File: src/rtl/tod_pkg.sv
package tod_pkg;
  parameter int SEC_W = 32;
  parameter int SUB_W = 31;
  parameter int LIM_W = SUB_W + 1;

  typedef struct packed {
    logic             load;
    logic             neg;
    logic [SEC_W-1:0] sec;
    logic [SUB_W-1:0] sub;
  } tod_cmd_t;

  // Saturate a sub-seconds value to one below the active rollover limit.
  function automatic logic [LIM_W-1:0] clamp_sub(input logic [SUB_W-1:0] v,
                                                  input logic [LIM_W-1:0] lim);
    logic [LIM_W-1:0] w;
    w = {1'b0, v};
    return (w >= lim) ? (lim - 1'b1) : w;
  endfunction
endpackage

File: src/rtl/tod_step.sv
module tod_step
  import tod_pkg::*;
(
  input  logic [SEC_W-1:0] sec_i,
  input  logic [SUB_W-1:0] sub_i,
  input  logic [SUB_W-1:0] incr_i,
  input  logic [LIM_W-1:0] lim_i,
  output logic [SEC_W-1:0] sec_o,
  output logic [SUB_W-1:0] sub_o,
  output logic             carry_o
);
  logic [LIM_W:0] sum;
  logic [LIM_W:0] wrapped;
  logic           unused_hi;

  always_comb begin
    sum     = {2'b00, sub_i} + {1'b0, clamp_sub(incr_i, lim_i)};
    carry_o = (sum >= {1'b0, lim_i});
    wrapped = carry_o ? (sum - {1'b0, lim_i}) : sum;
    sec_o   = sec_i + SEC_W'(carry_o);
  end

  assign sub_o     = wrapped[SUB_W-1:0];
  assign unused_hi = ^wrapped[LIM_W:SUB_W];
endmodule

File: src/rtl/tod_offset.sv
module tod_offset
  import tod_pkg::*;
(
  input  logic [SEC_W-1:0] sec_i,
  input  logic [SUB_W-1:0] sub_i,
  input  logic [SEC_W-1:0] off_sec_i,
  input  logic [SUB_W-1:0] off_sub_i,
  input  logic             neg_i,
  input  logic [LIM_W-1:0] lim_i,
  output logic [SEC_W-1:0] sec_o,
  output logic [SUB_W-1:0] sub_o
);
  logic [LIM_W:0] off_w;
  logic [LIM_W:0] cur_w;
  logic [LIM_W:0] res;
  logic [LIM_W:0] tmp;
  logic           adj;
  logic           unused_hi;

  always_comb begin
    off_w = {1'b0, clamp_sub(off_sub_i, lim_i)};
    cur_w = {2'b00, sub_i};
    if (!neg_i) begin
      tmp   = cur_w + off_w;
      adj   = (tmp >= {1'b0, lim_i});
      res   = adj ? (tmp - {1'b0, lim_i}) : tmp;
      sec_o = sec_i + off_sec_i + SEC_W'(adj);
    end else begin
      tmp   = cur_w + {1'b0, lim_i} - off_w;
      adj   = (cur_w < off_w);
      res   = adj ? tmp : (cur_w - off_w);
      sec_o = sec_i - off_sec_i - SEC_W'(adj);
    end
  end

  assign sub_o     = res[SUB_W-1:0];
  assign unused_hi = ^res[LIM_W:SUB_W];
endmodule

File: src/rtl/tod_pps.sv
module tod_pps (
  input  logic clk,
  input  logic rst_n,
  input  logic roll_i,
  output logic pps_o
);
  always_ff @(posedge clk or negedge rst_n) begin
    if (!rst_n) pps_o <= 1'b0;
    else        pps_o <= roll_i;
  end
endmodule

File: src/rtl/tod_counter.sv
module tod_counter
  import tod_pkg::*;
#(
  parameter logic [LIM_W-1:0] DEC_LIMIT = 32'd1000000000
) (
  input  logic             clk,
  input  logic             rst_n,
  input  logic             tick_i,
  input  logic             mode_dec_i,
  input  logic [SUB_W-1:0] incr_i,
  input  logic             cmd_valid_i,
  output logic             cmd_ready_o,
  input  logic             cmd_set_i,
  input  logic             cmd_neg_i,
  input  logic [SEC_W-1:0] cmd_sec_i,
  input  logic [SUB_W-1:0] cmd_sub_i,
  output logic             done_o,
  output logic [SEC_W-1:0] sec_o,
  output logic [SUB_W-1:0] sub_o,
  output logic             pps_o
);
  localparam logic [LIM_W-1:0] BIN_LIMIT = LIM_W'(1) << SUB_W;

  logic [LIM_W-1:0] lim;
  logic [SEC_W-1:0] sec_q, step_sec, off_sec;
  logic [SUB_W-1:0] sub_q, step_sub, off_sub;
  logic [LIM_W-1:0] load_sub;
  logic             step_carry;
  logic             pend_q;
  logic             done_q;
  tod_cmd_t         cmd_q;
  logic             unused_load;

  assign lim         = mode_dec_i ? DEC_LIMIT : BIN_LIMIT;
  assign cmd_ready_o = !pend_q;
  assign load_sub    = clamp_sub(cmd_q.sub, lim);
  assign unused_load = load_sub[LIM_W-1];

  tod_step u_step (
    .sec_i  (sec_q),
    .sub_i  (sub_q),
    .incr_i (incr_i),
    .lim_i  (lim),
    .sec_o  (step_sec),
    .sub_o  (step_sub),
    .carry_o(step_carry)
  );

  tod_offset u_offset (
    .sec_i    (sec_q),
    .sub_i    (sub_q),
    .off_sec_i(cmd_q.sec),
    .off_sub_i(cmd_q.sub),
    .neg_i    (cmd_q.neg),
    .lim_i    (lim),
    .sec_o    (off_sec),
    .sub_o    (off_sub)
  );

  tod_pps u_pps (
    .clk   (clk),
    .rst_n (rst_n),
    .roll_i(tick_i && !pend_q && step_carry),
    .pps_o (pps_o)
  );

  // Command slot: one pending entry, applied on the following edge.
  always_ff @(posedge clk or negedge rst_n) begin
    if (!rst_n) begin
      pend_q <= 1'b0;
      cmd_q  <= '0;
    end else if (pend_q) begin
      pend_q <= 1'b0;
    end else if (cmd_valid_i) begin
      pend_q <= 1'b1;
      cmd_q  <= '{load: cmd_set_i, neg: cmd_neg_i, sec: cmd_sec_i, sub: cmd_sub_i};
    end
  end

  // Time registers: command beats tick in the same cycle.
  always_ff @(posedge clk or negedge rst_n) begin
    if (!rst_n) begin
      sec_q  <= '0;
      sub_q  <= '0;
      done_q <= 1'b0;
    end else begin
      done_q <= pend_q;
      if (pend_q) begin
        if (cmd_q.load) begin
          sec_q <= cmd_q.sec;
          sub_q <= load_sub[SUB_W-1:0];
        end else begin
          sec_q <= off_sec;
          sub_q <= off_sub;
        end
      end else if (tick_i) begin
        sec_q <= step_sec;
        sub_q <= step_sub;
      end
    end
  end

  assign sec_o  = sec_q;
  assign sub_o  = sub_q;
  assign done_o = done_q;

  AST_HOLD_IDLE: assert property (@(posedge clk) disable iff (!rst_n)
    (!tick_i && !pend_q) |=> ($stable(sec_q) && $stable(sub_q)));

  AST_DEC_RANGE: assert property (@(posedge clk) disable iff (!rst_n)
    (mode_dec_i && ({1'b0, sub_q} < DEC_LIMIT)) |=>
      (!mode_dec_i || ({1'b0, sub_q} < DEC_LIMIT)));

  AST_BUSY_AFTER_ACCEPT: assert property (@(posedge clk) disable iff (!rst_n)
    (cmd_valid_i && cmd_ready_o) |=> !cmd_ready_o);

  AST_DONE_FOLLOWS: assert property (@(posedge clk) disable iff (!rst_n)
    !cmd_ready_o |=> done_o);

  AST_DONE_SINGLE: assert property (@(posedge clk) disable iff (!rst_n)
    done_o |=> !done_o);

  AST_PPS_STEP: assert property (@(posedge clk) disable iff (!rst_n)
    pps_o |-> (sec_q == $past(sec_q) + 1'b1));

  AST_PPS_NOT_CMD: assert property (@(posedge clk) disable iff (!rst_n)
    done_o |-> !pps_o);
endmodule

File: config.mk
export PLATFORM = sky130hd
export DESIGN_NAME = tod_counter
export DESIGN_NICKNAME = d
export VERILOG_FILES = /design/src/rtl/tod_pkg.sv /design/src/rtl/tod_step.sv /design/src/rtl/tod_offset.sv /design/src/rtl/tod_pps.sv /design/src/rtl/tod_counter.sv
export SDC_FILE = /design/constraint.sdc
export NUM_CORES = 1
export LEC_CHECK = 0
export BUFFER_PORTS_ARGS = -buffer_cell sky130_fd_sc_hd__buf_2
export CORE_MARGIN = 2
export CORE_UTILIZATION = 39
export CTS_BUF_LIST = sky130_fd_sc_hd__clkbuf_8
export CTS_CLUSTER_SIZE = 40
export DETAILED_ROUTE_END_ITERATION = 8
export PLACE_DENSITY = 0.55
export SLEW_MARGIN = 25
export SYNTH_ARGS = -nofsm -noshare
export SYNTH_HDL_FRONTEND = slang
export SYNTH_SLANG_ARGS = --single-unit
File: constraint.sdc
create_clock -name clk -period 13.3 [get_ports clk]
set_input_delay 0 -clock clk [delete_from_list [all_inputs] [get_ports clk]]
set_output_delay 0 -clock clk [all_outputs]
set_load 0.005 [all_outputs]
==> flow_metrics.py, run 1 <==
metrics = {
    "place": {
        "dp_cells": 3343,
        "dpl_worst_slack_ns": 1.396,
        "gp_congestion": 0.9510,
        "dp_hpwl_um": 56670,
        "port_buffers": 166,
        "postPlaceCellArea_mm2": 0.02175,
    },
    "floorplanning": {
        "dieArea_mm2": 0.05372,
        "ios": 167,
        "core-area_mm2": 0.05130,
        "start_util_pct": 39.44,
        "die_w_um": 231.8,
        "num_rows": 83,
        "die_h_um": 231.8,
    },
    "hold_path": {
        "whs_endpoint": "sub_o[0]",
        "min_delay_path_depth": 5,
        "min_path_type": "primary input to flop",
        "worstHoldStart": "incr_i[0]",
    },
    "setup_path": {
        "worstReg2RegEnd": "sec_o[30]",
        "endpoint_kind": "flop",
        "worstPathBufferInverterCount": 1,
        "path_max_fanout": 19,
        "worst_ep_required_time_ns": 13.69,
        "reg2reg_depth": 41,
        "startpoint_type": "flop",
        "crit_slowest_cell": "a2111oi_0",
        "cp.arrival_ns": 12.02,
        "crit_type": "flop to flop",
        "r2r_start": "cmd_q[14]",
        "r2r_slack_ns": 1.67,
        "cp_slowest_stage_delay_ns": 0.78,
        "path_delay_family": "compound AO/OA/AOI/OAI gates",
    },
    "synthesis": {
        "synth_seq_cells": 131,
        "synth_cell_types": 94,
        "yosys_warnings": 0,
        "async_flop_share_pct": 100.0,
        "seq_area_frac_synth_pct": 16.20,
        "syn_inst": 2566,
        "syn-num-nets": 2968,
        "synth_edf_count": 0,
        "synth_top_flop_cell": "dfrtp_1",
        "synth_area_mm2": 0.02024,
        "syn_avg_cell_area_um2": 7.886,
    },
    "outcome": {
        "status": "finished clean",
    },
    "cts": {
        "cts_buffer_depth": 2,
        "root_buffer": "clkbuf_8",
        "htree_levels": 4,
        "cts_tree": "built",
        "cts_num_sinks": 131,
        "clk_pin_slew_worst_paths_ns": 0.10,
        "numCtsBuffers": 17,
        "clk_latency_ns": 0.54,
        "cts_setup_buffers": 0,
    },
    "detailed_routing": {
        "wl_per_cell_um": 21.12,
        "vias_per_cell": 5.870,
        "route.detailed.drc": 0,
        "drt_first_pass_iters": 7,
        "via_count": 20212,
        "wl_um": 72710,
        "drtAntennaViolNets": 0,
        "drtIter0Drc": 1371,
    },
    "layout": {
        "postLayoutCellArea_mm2": 0.02280,
        "area_delta_synth_final_pct": 12.66,
        "seq_area_mm2": 0.003282,
        "stdcell_count": 3443,
        "fin_nets": 3150,
        "drive_gt1_share_pct": 12.42,
        "multiInputGateArea_mm2": 0.01583,
        "nFillCells": 5245,
    },
    "timing": {
        "worst_pin_slew_ns": 1.012,
        "setup_viol": 0,
        "hold_viol": 0,
        "slew_headroom_pct": 32.38,
        "rsz0062_at_grt": "no",
        "period_needed_ns": 11.63,
        "min_period_over_period_pct": 87.44,
        "finalSetupTns_ns": 0,
        "skew_ns": 0.02568,
        "worst_slack_ns": 1.670,
        "final_max_slew_viol_count": 0,
        "max_freq_ghz": 0.08599,
    },
    "global_routing": {
        "grt_overflow": 0,
        "antenna_found_initial": 4,
        "use_met3_pct": 3.561,
        "grt_pass1_wl_um": 112700,
        "track_usage_pct": 26.84,
        "grt_max_degree": 75,
        "grt-busiest-layer": "met2",
        "use_met1_pct": 34.90,
        "grt_pass1_vias": 20131,
        "met2_usage_pct": 44.67,
    },
    "job": {
        "maxCapViolCount": 0,
    },
}
cells in the mapped netlist, types with 15 or more instances:
library cell | number | share of area (%)
a211oi_1 | 46 | 1.7
a21o_1 | 53 | 2.0
a21oi_1 | 229 | 5.7
a31oi_1 | 45 | 1.4
and2_1 | 21 | 0.65
and3_1 | 30 | 0.93
clkbuf_1 | 73 | 1.4
dfrtp_1 | 131 | 16
fa_1 | 30 | 3.0
ha_1 | 271 | 17
inv_1 | 200 | 3.7
mux2_2 | 62 | 3.5
mux2i_1 | 42 | 2.1
nand2_1 | 162 | 3.0
nand2b_1 | 60 | 1.9
nand3_1 | 60 | 1.5
nand4_1 | 23 | 0.71
nor2_1 | 206 | 3.8
nor2b_1 | 20 | 0.62
nor3_1 | 61 | 1.5
nor4_1 | 18 | 0.56
o211ai_1 | 27 | 1.0
o21a_1 | 19 | 0.70
o21ai_0 | 131 | 3.2
o21bai_1 | 37 | 1.4
o221ai_1 | 17 | 0.74
o22ai_1 | 15 | 0.46
o31ai_1 | 18 | 0.67
or3_1 | 18 | 0.56
xnor2_1 | 156 | 6.8
xor2_1 | 46 | 2.0
flip-flops by register name, indices dropped and copies added, names as in the netlist:
| signal | cells |
|---|---|
| sub_o | 31 |
| cmd_q | 65 |
| sec_o | 32 |
| done_o | 1 |
| u_pps.pps_o | 1 |
| pend_q | 1 |
placed cells by master, fill, tap and decap left out, drive strengths merged, types with 20 or more instances in the layout:
| master | n |
|---|---|
| nor2b | 20 |
| dfrtp | 131 |
| a21oi | 232 |
| mux2 | 62 |
| xnor2 | 156 |
| o21bai | 37 |
| a211oi | 48 |
| nand3 | 60 |
| ha | 271 |
| o21ai | 135 |
| nand4 | 23 |
| fa | 30 |
| nand2 | 162 |
| xor2 | 46 |
| and2 | 21 |
| mux2i | 42 |
| nand2b | 60 |
| nor3 | 63 |
| a21o | 53 |
| nor2 | 208 |
| o211ai | 28 |
| buf | 190 |
| inv | 207 |
| o31ai | 20 |
| dlygate4sd3 | 66 |
| a31oi | 47 |
| and3 | 30 |
per-layer routing:
layer,vias to the layer above,part of all wire (%)
met3,139,5.6
met1,9701,45
met2,644,46
li1,9724,-
met5,-,0.022
met4,4,3.7
layout make-up:
type | instances | share of cell area, %
multi-input cells | 2138 | 69.45
flip-flops and latches | 131 | 14.40
repair buffers | 256 | 7.360
well taps | 680 | 3.732
inverters | 204 | 3.359
clock buffers | 19 | 1.147
clock inverters | 13 | 0.5324
diodes | 2 | 0.02195
timing repair:
action | CTS | global route
hold endpoints to repair | 138 | 0
gates resized for setup | 0 | 0
hold buffers | 66 | 0
stage by stage:
stage | hold WS, ns | utilization [%]
2_1_floorplan | -0.2956 | -
3_3_place_gp | 0.1069 | 42.39
3_5_place_dp | 0.08743 | 42.39
4_1_cts | 0.04538 | 44.42
5_1_grt | 0.1355 | 44.44
6_report | 0.07207 | 44.44
cell families (layout without fill, tap and decap cells):
group	count (synthesis)	count (layout)	synth area share, %
AO/OA/AOI/OAI	790	790	25.93
AND/OR/NAND/NOR	741	741	18.24
adder cells (fa/ha/maj)	301	301	19.72
buffers and inverters	297	492	5.633
XOR/XNOR	202	202	8.743
flip-flops	131	131	16.20
multiplexers	104	104	5.528
other	0	2	0
worst register-to-register path: cells and delay by family, from the launching register on:
kind                       cells  cell delay [ns]
AOI/OAI and AO/OA             24             7.01
xor gates and xnor gates       1             0.25
and+or+nand+nor                9             1.66
adders and majority gates      5             1.67
buffers and inverters          1             0.25
muxes                          1             0.23
DFF                            1             0.44
how the worst max path moves through the flow:
stage | cells after the start | endpoint | from | slack [ns]
detailed placement | 45 | sec_o[28] | mode_dec_i | 1.40
global placement | 45 | sec_o[28] | mode_dec_i | 1.46
global route | 41 | sec_o[30] | cmd_q[14] | 0.90
finish | 41 | sec_o[30] | cmd_q[14] | 1.67
floorplan | 46 | sec_o[28] | mode_dec_i | 3.43
CTS | 41 | sec_o[30] | cmd_q[14] | 1.80
Power of run 1 is not shown: default switching activity piles up to over one toggle a cycle in this logic, so the estimate is an artifact.
==> run 2: changes to the inputs <==
--- a/config.mk
+++ b/config.mk
@@ -6,12 +6,14 @@
 export NUM_CORES = 1
 export LEC_CHECK = 0
 export BUFFER_PORTS_ARGS = -buffer_cell sky130_fd_sc_hd__buf_2
+export CAP_MARGIN = 15
+export CORE_ASPECT_RATIO = 1.2
 export CORE_MARGIN = 2
-export CORE_UTILIZATION = 39
+export CORE_UTILIZATION = 35
 export CTS_BUF_LIST = sky130_fd_sc_hd__clkbuf_8
 export CTS_CLUSTER_SIZE = 40
 export DETAILED_ROUTE_END_ITERATION = 8
-export PLACE_DENSITY = 0.55
+export PLACE_DENSITY = 0.5
 export SLEW_MARGIN = 25
 export SYNTH_ARGS = -nofsm -noshare
 export SYNTH_HDL_FRONTEND = slang
==> run 2 against run 1 <==
Final cell count up 1.6%. Core utilization is 4.3 points lower. Register-to-register slack is essentially flat. Worst hold slack about the same. Fmax shrank 2.8%. Critical path type is now primary input to flop. Largest cell class unchanged.
==> flow_metrics.py, run 2 (synthesized netlist as in run 1, its figures left out) <==
metrics = {
    "global_routing": {
        "grt_pass1_wl_um": 114500,
        "grt_pass1_vias": 20085,
        "grt_max_degree": 89,
        "met2_usage_pct": 44.19,
        "use_met3_pct": 2.754,
        "grt_overflow": 0,
        "antenna_found_initial": 6,
        "track_usage_pct": 24.71,
        "grt-busiest-layer": "met2",
        "use_met1_pct": 30.12,
    },
    "timing": {
        "hold_viol": 0,
        "worst_slack_ns": 1.331,
        "worst_pin_slew_ns": 0.9997,
        "final_max_slew_viol_count": 0,
        "finalSetupTns_ns": 0,
        "setup_viol": 0,
        "rsz0062_at_grt": "no",
        "skew_ns": 0.02553,
        "min_period_over_period_pct": 90.00,
        "period_needed_ns": 11.97,
        "max_freq_ghz": 0.08355,
        "slew_headroom_pct": 31.63,
    },
    "cts": {
        "clk_latency_ns": 0.55,
        "clk_pin_slew_worst_paths_ns": 0.09,
        "numCtsBuffers": 17,
        "cts-hold-fix-buffers": 66,
        "htree_levels": 4,
        "cts_setup_buffers": 0,
        "root_buffer": "clkbuf_8",
        "cts_buffer_depth": 2,
        "post_cts_resized": 0,
        "cts_num_sinks": 131,
        "cts_tree": "built",
    },
    "detailed_routing": {
        "drt_first_pass_iters": 5,
        "drtIter0Drc": 1353,
        "wl_per_cell_um": 21.34,
        "drtAntennaViolNets": 0,
        "vias_per_cell": 5.767,
        "via_count": 20179,
        "wl_um": 74670,
        "route.detailed.drc": 0,
    },
    "setup_path": {
        "crit_slowest_cell": "nor4_1",
        "cp_common_cell": "ha_1",
        "cp.arrival_ns": 12.38,
        "path_max_fanout": 24,
        "worst_ep_required_time_ns": 13.71,
        "endpoint_kind": "flop",
        "path_delay_family": "simple AND/OR/NAND/NOR gates",
        "cp_slowest_stage_delay_ns": 0.92,
        "worstPathBufferInverterCount": 4,
        "crit_type": "primary input to flop",
        "startpoint_type": "primary input",
    },
    "outcome": {
        "status": "finished clean",
    },
    "layout": {
        "drive_gt1_share_pct": 12.50,
        "final_common_cell": "ha_1",
        "regMostFlops": "cmd_q",
        "area_delta_synth_final_pct": 13.30,
        "layout_common_cells": "271 x ha_1, 228 x a21oi_1, 205 x nor2_1",
        "fin_nets": 3149,
        "largest_reg_flops": 65,
    },
    "floorplanning": {
        "die_h_um": 267.4,
        "start_util_pct": 35.39,
        "core-area_mm2": 0.05717,
        "dieArea_mm2": 0.05976,
        "num_rows": 96,
        "die_w_um": 223.5,
        "ios": 167,
    },
    "place": {
        "dpl_worst_slack_ns": 0.7402,
        "port_buffers": 166,
        "dp_hpwl_um": 58440,
        "gp_congestion": 0.9208,
    },
    "job": {
        "maxCapViolCount": 0,
    },
    "hold_path": {
        "min_path_type": "primary input to flop",
    },
}
-- run 2: cell types whose count changed in the layout (fill, tap and decap cells not counted), sizes merged --
cell,delta
clkinvlp,+2
diode,+2
clkinv,-2
inv,-2
buf,-1
bufinv,+2
-- run 2: worst paths after layout --
path / start / endpoint / slack [ns] / cells after the start
setup / recovery: mode_dec_i / sec_o[28] / 1.33 / 42
hold / removal: incr_i[0] / sub_o[0] / 0.07 / 5
setup reg to reg: cmd_q[14] / sec_o[30] / 1.67 / 41
hold reg to reg: cmd_q[0] / cmd_q[0] / 0.54 / 1
max in group asynchronous: rst_n / pend_q / 11.83 / 3
min in group asynchronous: rst_n / cmd_q[38] / 0.11 / 2
-- run 2: worst reg2reg max path, delay by kind of cell, from the launching register on --
family | cells | cell delay (ns)
buffers and inverters | 1 | 0.27
adder cells (fa/ha/maj) | 5 | 1.66
XOR/XNOR | 1 | 0.30
AND/OR/NAND/NOR | 9 | 1.60
multiplexers | 1 | 0.23
flip-flops | 1 | 0.45
AO/OA/AOI/OAI | 24 | 7.00
-- run 2: cell type report --
class	count	area, um2
antenna	4	10.01
clock buffer	19	261.5
clock inverter	13	183.9
fill	5951	34250
inverter	204	765.7
multi-input combinational	2138	15830
sequential	131	3284
tap	735	919.6
timing repair buffer	255	1670
-- run 2: stage by stage --
stage	std cells	cell area (um2)	util, %	hold slack, ns
after floorplan	2566	20240	-	-0.2956
after global placement	3397	21810	38.14	0.1467
after detailed placement	3397	21810	38.15	0.1506
after CTS	3495	22920	40.08	0.05168
after global routing	3499	22930	40.10	0.1336
final	3499	22930	40.10	0.07176
-- run 2: metal layers --
metal | vias up | wire, um
li1 | 9700 | -
met4 | 2 | 2687
met1 | 9726 | 31740
met2 | 621 | 36760
met3 | 130 | 3475
met5 | - | 13
Power of run 2 is left out for the same reason.
==> run 3: changes to the inputs <==
--- a/config.mk
+++ b/config.mk
@@ -14,6 +14,7 @@
 export CTS_CLUSTER_SIZE = 40
 export DETAILED_ROUTE_END_ITERATION = 8
 export PLACE_DENSITY = 0.5
+export REMOVE_ABC_BUFFERS = 1
 export SLEW_MARGIN = 25
 export SYNTH_ARGS = -nofsm -noshare
 export SYNTH_HDL_FRONTEND = slang
==> run 3 against run 2 <==
Critical path depth is 1 lower. Routed wire length increased by 0.73%. Global-route usage increased by 0.27 points. Final cell count barely moved. Clock-buffer cell count down 1.
==> flow_metrics.py, run 3 (synthesized netlist as in run 1, its figures left out) <==
metrics = {
    "layout": {
        "final_common_cell": "ha_1",
        "regMostFlops": "cmd_q",
        "nFillCells": 6007,
        "fin_util_pct": 39.98,
        "area_delta_synth_final_pct": 12.96,
        "layout_common_cells": "271 x ha_1, 228 x a21oi_1, 206 x nor2_1",
        "largest_reg_flops": 65,
        "fin_nets": 3150,
        "drive_gt1_share_pct": 12.46,
    },
    "hold_path": {
        "min_delay_path_depth": 5,
        "whs_endpoint": "sub_o[0]",
        "worstHoldStart": "incr_i[0]",
        "min_path_type": "primary input to flop",
    },
    "place": {
        "gp_congestion": 0.9778,
        "dp_hpwl_um": 58880,
        "port_buffers": 166,
    },
    "setup_path": {
        "r2r_slack_ns": 1.89,
        "cp_common_cell": "ha_1",
        "reg2reg_depth": 41,
        "r2r_start": "cmd_q[14]",
        "crit_slowest_cell": "nor4_1",
        "path_max_fanout": 27,
        "endpoint_kind": "flop",
        "crit_type": "primary input to flop",
        "cp_slowest_stage_delay_ns": 0.83,
        "cp.arrival_ns": 12.53,
        "worstReg2RegEnd": "sec_o[30]",
        "startpoint_type": "primary input",
        "worst_ep_required_time_ns": 13.70,
    },
    "global_routing": {
        "grt_overflow": 0,
        "antenna_found_initial": 1,
        "grt_max_degree": 74,
        "grt_pass1_vias": 20219,
        "track_usage_pct": 24.98,
        "grt_pass1_wl_um": 115400,
    },
    "floorplanning": {
        "num_rows": 96,
        "dieArea_mm2": 0.05976,
        "core-area_mm2": 0.05717,
        "ios": 167,
        "start_util_pct": 35.39,
        "die_h_um": 267.4,
        "die_w_um": 223.5,
    },
    "timing": {
        "slew_headroom_pct": 25.27,
        "min_period_over_period_pct": 91.26,
        "skew_ns": 0.01875,
        "finalSetupTns_ns": 0,
        "final_max_slew_viol_count": 0,
        "worst_pin_slew_ns": 1.117,
        "setup_viol": 0,
        "rsz0062_at_grt": "no",
        "period_needed_ns": 12.14,
        "hold_viol": 0,
        "max_freq_ghz": 0.08239,
    },
    "cts": {
        "root_buffer": "clkbuf_8",
        "htree_levels": 4,
        "post_cts_resized": 0,
        "numCtsBuffers": 17,
        "cts_num_sinks": 131,
        "cts_buffer_depth": 2,
        "cts_tree": "built",
        "clk_latency_ns": 0.55,
        "clk_pin_slew_worst_paths_ns": 0.10,
    },
    "detailed_routing": {
        "via_count": 20078,
        "route.detailed.drc": 0,
        "wl_um": 75210,
        "drtAntennaViolNets": 0,
        "wl_per_cell_um": 21.50,
        "drtIter0Drc": 1351,
        "drt_first_pass_iters": 7,
        "vias_per_cell": 5.740,
    },
    "outcome": {
        "status": "finished clean",
    },
    "job": {
        "maxCapViolCount": 0,
    },
}
## run 3: cell count changes in the layout (fill, tap and decap cells not counted), moves of 2 or more
cell and delta:
clkinv_4 +3, clkinvlp_4 -3, bufinv_16 -3, diode_2 -2, inv_6 +3
## run 3: worst max-delay path by stage
stage	from	cells past startpoint	end	slack [ns]
after floorplan	mode_dec_i	44	sec_o[28]	2.76
after global placement	mode_dec_i	41	sec_o[28]	0.58
after detailed placement	mode_dec_i	41	sec_o[28]	0.44
after CTS	mode_dec_i	41	sec_o[28]	0.99
after global routing	mode_dec_i	44	sec_o[28]	0.46
final	mode_dec_i	41	sec_o[28]	1.16
## run 3: metrics by stage
| step | std cells | hold WS (ns) | area [um2] | setup slack, ns |
|---|---|---|---|---|
| 2_1_floorplan | 2473 | -0.2956 | 19860 | 2.763 |
| 3_3_place_gp | 3398 | 0.09816 | 21820 | 0.5808 |
| 3_5_place_dp | 3398 | 0.1130 | 21820 | 0.4364 |
| 4_1_cts | 3496 | 0.01278 | 22850 | 0.9927 |
| 5_1_grt | 3497 | 0.09349 | 22860 | 0.4602 |
| 6_report | 3498 | 0.04063 | 22860 | 1.163 |
## run 3: layout make-up
| cell class | instances | area, um2 | area share, % |
|---|---|---|---|
| multi-input cells | 2138 | 15830 | 69.25 |
| flip-flops and latches | 131 | 3284 | 14.37 |
| repair buffers | 256 | 1678 | 7.340 |
| well taps | 735 | 919.6 | 4.023 |
| inverters | 204 | 765.7 | 3.350 |
| clock buffers | 18 | 247.7 | 1.084 |
| clock inverters | 14 | 128.9 | 0.5638 |
| diodes | 2 | 5.005 | 0.02189 |
## run 3: critical path, delay by kind of cell
kind | cells | cell delay, ns
and+or+nand+nor | 13 | 5.08
AOI/OAI and AO/OA | 16 | 4.09
adders and majority gates | 5 | 1.60
buffers and inverters | 5 | 1.35
xor gates and xnor gates | 2 | 0.32
## run 3: repair_timing
action,4_1_cts,5_1_grt
hold buffers,66,0
endpoints found under the hold margin,137,0
setup buffers,0,0
## run 3: metal layers
metal  up-vias  share of wire (%)  global-route usage (%)
li1       9735                  -                       -
met1      9651                 43                   30.68
met2       574                 49                   44.56
met3       118                4.5                   2.172
met4         0                3.9                   10.85
met5         -                  0                       0
Power of run 3 is left out for the same reason.
